## src/rtl/hsp_pkg.sv

```systemverilog
package hsp_pkg;
    typedef enum logic [1:0] {
        HS_IDLE  = 2'd0,
        HS_PULSE = 2'd1,
        HS_ARMED = 2'd2
    } hs_state_e;
endpackage

```

## src/rtl/hsp_strobe_sync.sv

```systemverilog
module hsp_strobe_sync #(
    parameter int STAGES = 2
) (
    input  logic clk,
    input  logic rst,
    input  logic stb_async,
    output logic stb_rise
);
    localparam int DEPTH = STAGES + 1;

    logic [DEPTH-1:0] shreg;

    always_ff @(posedge clk) begin
        if (rst) shreg <= '0;
        else     shreg <= {shreg[DEPTH-2:0], stb_async};
    end

    // edge of the synchronised strobe: newest synchronised bit high, previous low
    assign stb_rise = shreg[STAGES-1] & ~shreg[STAGES];
endmodule

```

## src/rtl/hsp_hold.sv

```systemverilog
module hsp_hold #(
    parameter int W = 8
) (
    input  logic         clk,
    input  logic         rst,
    input  logic         load,
    input  logic [W-1:0] din,
    input  logic         ready,
    output logic         vld,
    output logic [W-1:0] dout
);
    always_ff @(posedge clk) begin
        if (rst) begin
            vld  <= 1'b0;
            dout <= '0;
        end else if (load) begin
            vld  <= 1'b1;
            dout <= din;
        end else if (vld && ready) begin
            vld  <= 1'b0;
        end
    end

    assert_hold_R7: assert property (@(posedge clk) disable iff (rst)
        (vld && !ready && !load) |=> (vld && $stable(dout)));

    assert_capture_R3: assert property (@(posedge clk) disable iff (rst)
        load |=> (vld && dout == $past(din)));
endmodule

```

## src/rtl/hsp_ctrl.sv

```systemverilog
module hsp_ctrl
    import hsp_pkg::*;
#(
    parameter int ACK_CYCLES = 2
) (
    input  logic clk,
    input  logic rst,
    input  logic rise,
    input  logic mode_dbl,
    input  logic pend,
    output logic ack,
    output logic load,
    output logic busy
);
    localparam int CW = (ACK_CYCLES > 1) ? $clog2(ACK_CYCLES) : 1;
    localparam logic [CW-1:0] LAST = CW'(ACK_CYCLES - 1);

    hs_state_e st, st_nx;
    logic [CW-1:0] cnt;

    always_comb begin
        st_nx = st;
        unique case (st)
            HS_IDLE:  if (rise && !pend) st_nx = mode_dbl ? HS_ARMED : HS_PULSE;
            HS_PULSE: if (cnt == LAST)   st_nx = HS_IDLE;
            HS_ARMED: if (rise)          st_nx = HS_IDLE;
            default:                     st_nx = HS_IDLE;
        endcase
    end

    always_ff @(posedge clk) begin
        if (rst) st <= HS_IDLE;
        else     st <= st_nx;
    end

    always_ff @(posedge clk) begin
        if (rst || st != HS_PULSE) cnt <= '0;
        else                       cnt <= cnt + 1'b1;
    end

    always_comb begin
        ack  = (st == HS_PULSE) || (st == HS_ARMED);
        load = ((st == HS_IDLE) && rise && !pend && !mode_dbl)
            || ((st == HS_ARMED) && rise);
        busy = (st != HS_IDLE) || pend;
    end

    assert_pend_blocks_R8: assert property (@(posedge clk) disable iff (rst)
        (st == HS_IDLE && pend) |=> (st == HS_IDLE && !ack));

    assert_arm_R5: assert property (@(posedge clk) disable iff (rst)
        (st == HS_IDLE && rise && !pend && mode_dbl) |=> (ack && st == HS_ARMED));

    assert_close_R6: assert property (@(posedge clk) disable iff (rst)
        (st == HS_ARMED && rise) |=> (!ack && busy));

    assert_pulse_mode_R10: assert property (@(posedge clk) disable iff (rst)
        (st == HS_PULSE && cnt != LAST) |=> (st == HS_PULSE && ack));
endmodule

```

## src/rtl/strobe_ack_rx.sv

```systemverilog
module strobe_ack_rx #(
    parameter int DATA_W      = 8,
    parameter int ACK_CYCLES  = 2,
    parameter int SYNC_STAGES = 2
) (
    input  logic              clk,
    input  logic              rst,
    input  logic              mode_double,
    input  logic              stb_in,
    input  logic [DATA_W-1:0] data_in,
    output logic              ack_out,
    output logic              busy,
    output logic              out_valid,
    output logic [DATA_W-1:0] out_data,
    input  logic              out_ready
);
    logic rise, load;

    hsp_strobe_sync #(.STAGES(SYNC_STAGES)) u_sync (
        .clk(clk), .rst(rst), .stb_async(stb_in), .stb_rise(rise)
    );

    hsp_ctrl #(.ACK_CYCLES(ACK_CYCLES)) u_ctrl (
        .clk(clk), .rst(rst), .rise(rise), .mode_dbl(mode_double),
        .pend(out_valid), .ack(ack_out), .load(load), .busy(busy)
    );

    hsp_hold #(.W(DATA_W)) u_hold (
        .clk(clk), .rst(rst), .load(load), .din(data_in),
        .ready(out_ready), .vld(out_valid), .dout(out_data)
    );

    assert_busy_pending_R9: assert property (@(posedge clk) disable iff (rst)
        out_valid |-> busy);

    assert_reset_R1: assert property (@(posedge clk)
        $past(rst) |-> (!ack_out && !out_valid && !busy));
endmodule

```

## config.mk

```make
export PLATFORM = sky130hd
export DESIGN_NAME = strobe_ack_rx
export DESIGN_NICKNAME = d
export VERILOG_FILES = /design/src/rtl/hsp_pkg.sv /design/src/rtl/hsp_strobe_sync.sv /design/src/rtl/hsp_hold.sv /design/src/rtl/hsp_ctrl.sv /design/src/rtl/strobe_ack_rx.sv
export SDC_FILE = /design/constraint.sdc
export NUM_CORES = 1
export LEC_CHECK = 0
export BUFFER_PORTS_ARGS = -buffer_cell sky130_fd_sc_hd__buf_2
export CORE_UTILIZATION = 40
export CTS_CLUSTER_DIAMETER = 40
export DETAILED_ROUTE_END_ITERATION = 6
export GPL_ROUTABILITY_DRIVEN = 0
export PLACE_DENSITY_LB_ADDON = 0.05
export SLEW_MARGIN = 10
export SYNTH_ARGS = -nofsm -noshare
export SYNTH_HDL_FRONTEND = slang
export SYNTH_SLANG_ARGS = --single-unit
export TNS_END_PERCENT = 30
```

## constraint.sdc

```tcl
create_clock -name clk -period 2.6 [get_ports clk]
set_input_delay 0.26 -clock clk [delete_from_list [all_inputs] [get_ports clk]]
set_output_delay 0.26 -clock clk [all_outputs]
set_load 0.005 [all_outputs]
```

[Word-level counts from Yosys, hierarchy flattened]
Index checks and enable logic that the tools add are counted.
Operators by class
  reduce and logical (&&, ||, !) cells: 16
  bitwise gates (word level): 2
  add/subtract/negate cells: 1
  muxes and demuxes: 7
  equal/unequal tests: 6
Operator list (count)
  2-bit 2-to-1 mux: 4
  2-bit by 1-bit != test with 1-bit output (second input constant): 4
  1-bit logical AND: 6
  2-bit case mux with 3 select lines: 1
  1-bit logical OR: 4
  2-bit nonzero test: 2
  3-bit AND reduction: 1
  2-bit by 1-bit equality test with 1-bit output (second input constant): 1
  2-bit equality test (second input constant): 1
  1-bit zero test: 2
  2-bit zero test: 1
  1-bit 2-to-1 mux: 2
  1-bit adder (second input constant): 1
  1-bit bitwise AND: 1
  1-bit inverter: 1
Word-level totals
  flip-flop bits (word level): 15
  output and inout bits: 11

[Longest topological paths before layout]
  depth in word-level cells: 7
  mapped depth: 6

[Modules after synthesis]
From an unflattened synthesis, not the netlist that was laid out.
Second synthesis, totals
  cells, all modules: 57
  area, all modules: 604.3 um2
By module, submodules not included
  hsp_hold: cells an instance 30, area an instance 321.6 um2, times used 1
  hsp_ctrl: cells an instance 20, area an instance 195.2 um2, times used 1
  hsp_strobe_sync: cells an instance 7, area an instance 87.6 um2, times used 1

[Worst setup path before layout]
Ideal clock, no wire load.
  path type: reg-to-reg
  from: register u_ctrl.st[0]
  to: register u_hold.dout[0]
  arrival time: 1.414 ns
  path slack: 1.114 ns
  library setup time: 0.072 ns
  path buffers: 1
  clock period less this slack: 1.486 ns
  data required time: 2.528 ns
  cell stages (with the launch flop): 7
  path through: dfxtp_1 inv_1 ha_1 or3b_1 a21oi_2 buf_6 mux2i_1
Between the ends
  word-level cells in the longest chain between the ends: 5
Ends and longest elaborated chain
  start: declaration: RTL line hsp_ctrl.sv:18  | hs_state_e st, st_nx;
  start signal: assignment: RTL line hsp_ctrl.sv:33  | else st <= st_nx;
  2-bit zero test: RTL line hsp_ctrl.sv:43  | load = ((st == HS_IDLE) && rise && !pend && !mode_dbl)
  1-bit logical AND (3 in a row): RTL line hsp_ctrl.sv:43
  1-bit logical OR (*): RTL line hsp_ctrl.sv:44  | || ((st == HS_ARMED) && rise);
  end signal: assignment: RTL line hsp_hold.sv:18  | dout <= din;
  end: declaration: RTL line hsp_hold.sv:10  | output logic [W-1:0] dout
Every way passes the cells marked *; elsewhere a longest branch is shown, timed or not.
A chain may end at the register's enable or synchronous reset.

[Worst setup path after layout]
  from: register u_ctrl.st[1]
  to: register u_hold.dout[2]
The elaborated chain is that of the path after synthesis.

==> summary.md <==
| Metric | Value |
|---|---|
| Status | `finished with violations` |
| Failing checks | `DRC` |
| Flop pwr share | `0.495` |
| RSZ-0062 raised after global routing | `no` |
| Detail Route Antenna Nets | `0` |
| XOR/XNOR share of the synthesized area | `0` |
| Setup WS pre-CTS | `0.7333 ns` |
| Worst Max-Slew Pin Slew | `0.6147 ns` |
| Final Power | `0.5212 mW` |
| HP Class | `in -> reg` |
| Crit-path cells | `inv_1 -> ha_1 -> or3b_1 -> a21oi_2 -> mux2i_1` |
| First-pass GRT wire length | `2042 um` |
| Nets@finish | `108` |
| Synthesized instance count | `67` |
| Power Density | `619.0 nW/um2` |
| Detailed-placement wirelength estimate | `856.1 um` |
| Worst setup margin | `0.7222 ns` |
| Slew headroom | `0.5902` |
| Final Max Tran Viols | `0` |
| Max Cap Violations | `0` |
| CTS Hold Bufs | `0` |
| Vias in the first global route | `493` |
| Total GRT Usage | `0.1451` |
| R2R cell count | `5` |
| Commonest cells after routing, fill and taps aside | `buf_2 (23), nand2b_1 (19), dfxtp_1 (15), mux2i_1 (10), nor2b_1 (6)` |
| Drt via density | `4.701` |
| CP Launch Type | `flip-flop` |
| Netlist cell types | `14` |
| Initial antenna violation count | `0` |
| Worst-path fanout max | `9` |
| Syn nets | `83` |
| Max frequency | `532.5 MHz` |
| RR Startpoint | `u_ctrl.st[1]` |
| HP Start | `stb_in` |
| H-tree levels | `1` |
| Root buffer cell | `clkbuf_4` |
| Setup CP Type | `reg -> reg` |
| FP Rows | `14` |
| Worst Hold End | `u_sync.shreg[0]` |
| Clk Latency, worst-skew pair | `0.27 ns` |
| Post-CTS Resized | `0` |
| Num ports | `24` |
| Placed inst area | `815.8 um2` |
| Clock network power share | `0.244` |
| Switching Fraction | `0.2749` |
| DR vias | `503` |
| Pin count of the biggest net entering global routing | `26` |
| Worst-case clock buffer depth | `2` |
| # setup viols final | `0` |
| Data required time of the worst path | `2.80 ns` |
| Final Cell Area | `842.1 um2` |
| Final Hold Viols | `0` |
| Min Tclk post-route | `1.878 ns` |
| Synth Area in Simple Gates | `0.2826` |
| Post-synthesis sequential area ratio | `0.4293` |
| Multiplexer share of the synthesized area | `0.1431` |
| Die span in y | `43.82 um` |
| Reg-to-reg endpoint | `u_hold.dout[2]` |
| Leakage | `0.3773 nW` |
| CTS tree | `yes` |
| Number of post-CTS setup repair buffers | `0` |
| DRT Pass-1 Iters | `6` |
| Area fraction in compound gates after synthesis | `0.04830` |
| Ys Warns | `0` |
| TritonCTS buffer count | `3` |
| Diodes inserted | `0` |
| Clock slew seen by the registers of the worst setup and hold paths | `0.09 ns` |
| Pint | `0.3779 mW` |
| Layout cells sized above 1 | `0.3077` |
| Core Region | `1577 um2` |
| Cell Area, Synth | `699.4 um2` |
| Worst vdd ir | `0.0002271 V` |
| Starting density of the core | `0.4437` |
| Final period util | `0.7222` |
| Synth Area in Adders | `0.05367` |
| Max stage delay cell, worst path | `a21oi_2` |
| FF+latch count, synth | `15` |
| Port bufs | `23` |
| Full die area | `1920 um2` |
| P&R area growth vs syn | `20.39%` |
| Chip Width | `43.82 um` |
| Hold depth | `2` |
| Total routed wirelength | `1189 um` |
| Main combinational cell family by area after synthesis | `simple AND/OR/NAND/NOR gates` |
| Clock Skews | `0.003180 ns` |
| Commonest non-fill, non-tap cell in the layout | `buf_2` |
| Worst Path Arrival | `2.08 ns` |
| Wire length per cell | `11.11 um` |
| Combinational Power Share | `0.261` |
| Hold_ws | `0.1925 ns` |
| Clk sinks | `15` |
| Net Switching | `0.1433 mW` |
| Reg-to-reg slack, setup | `0.72 ns` |
| Delay of the slowest cell on the worst path | `0.51 ns` |
| Mapped Avg Cell Area | `10.44 um2` |
| DRC | `1` |
| CP Capture Type | `flip-flop` |
| Initial DRC count | `11` |
| Setup TNS | `0 ns` |
| Total gr overflow | `0` |
## worst max path at each step
stage,start,endpoint,depth (start not counted)
2_1_floorplan,u_ctrl.st[0],u_hold.dout[0],6
3_3_place_gp,u_ctrl.st[0],u_hold.dout[2],5
3_5_place_dp,u_ctrl.st[1],u_hold.dout[6],5
4_1_cts,u_ctrl.st[1],u_hold.dout[7],5
5_1_grt,u_ctrl.st[1],u_hold.dout[0],5
6_report,u_ctrl.st[1],u_hold.dout[2],5
## per-stage QoR
stage	util	instances
floorplan	-	67
global placement	0.5175	103
detailed placement	0.5175	103
CTS	0.5341	107
global route	0.5341	107
finish	0.5341	107
## per-layer routing
metal	up-vias	share of wire	GRT usage
met3	0	0.059	0.05000
li1	265	-	-
met1	223	0.44	0.1646
met5	-	0	0
met4	0	0	0.03750
met2	15	0.50	0.2567
## synth_stat cells
library cell / number / area, um2
inv_1: 3 / 11.26
ha_1: 3 / 37.54
nand3b_1: 1 / 7.510
buf_6: 1 / 11.26
nor2b_1: 6 / 37.54
o21ba_1: 1 / 10.01
mux2i_1: 10 / 100.1
a21oi_2: 1 / 8.760
or2b_1: 1 / 7.510
dfxtp_1: 15 / 300.3
clkbuf_1: 2 / 7.510
or3b_1: 3 / 26.28
nand2b_1: 19 / 118.9
a221oi_2: 1 / 15.01
## flip-flops by register name (all words and copies together), names as in the netlist
| register | count |
|---|---|
| u_ctrl.st | 2 |
| u_hold.vld | 1 |
| u_ctrl.cnt | 1 |
| u_hold.dout | 8 |
| u_sync.shreg | 3 |
## area by class of cell
class	instances	area, um2
flip-flops and latches	15	300.3
repair buffers	23	115.1
fillers	156	734.5
multi-input cells	46	369.1
clock buffers	4	26.28
inverters	3	11.26
well taps	16	20.02
## worst max-delay path, delay by kind of cell (launching register included)
| kind | cells | cell delay [ns] |
|---|---|---|
| AO/OA/AOI/OAI | 1 | 0.51 |
| adder cells (fa/ha/maj) | 1 | 0.24 |
| buffers and inverters | 1 | 0.08 |
| flip-flops | 1 | 0.34 |
| multiplexers | 1 | 0.25 |
| AND/OR/NAND/NOR | 1 | 0.39 |
## power by group through the flow
| stage | clock network, mW | registers, mW | logic (mW) |
|---|---|---|---|
| finish | 0.127 | 0.258 | 0.136 |
| global route | 0.142 | 0.260 | 0.154 |
| CTS | 0.134 | 0.258 | 0.140 |
| detailed placement | 0 | 0.264 | 0.139 |
| global placement | 0 | 0.262 | 0.136 |
| floorplan | 0 | 0.261 | 0.0955 |
## kinds of logic after synthesis
logic type	after synthesis
simple gates	30
flops	15
buf+inv	6
fa+ha+maj	3
compound gates	3
mux	10
Power figures use the tool's default switching activity.
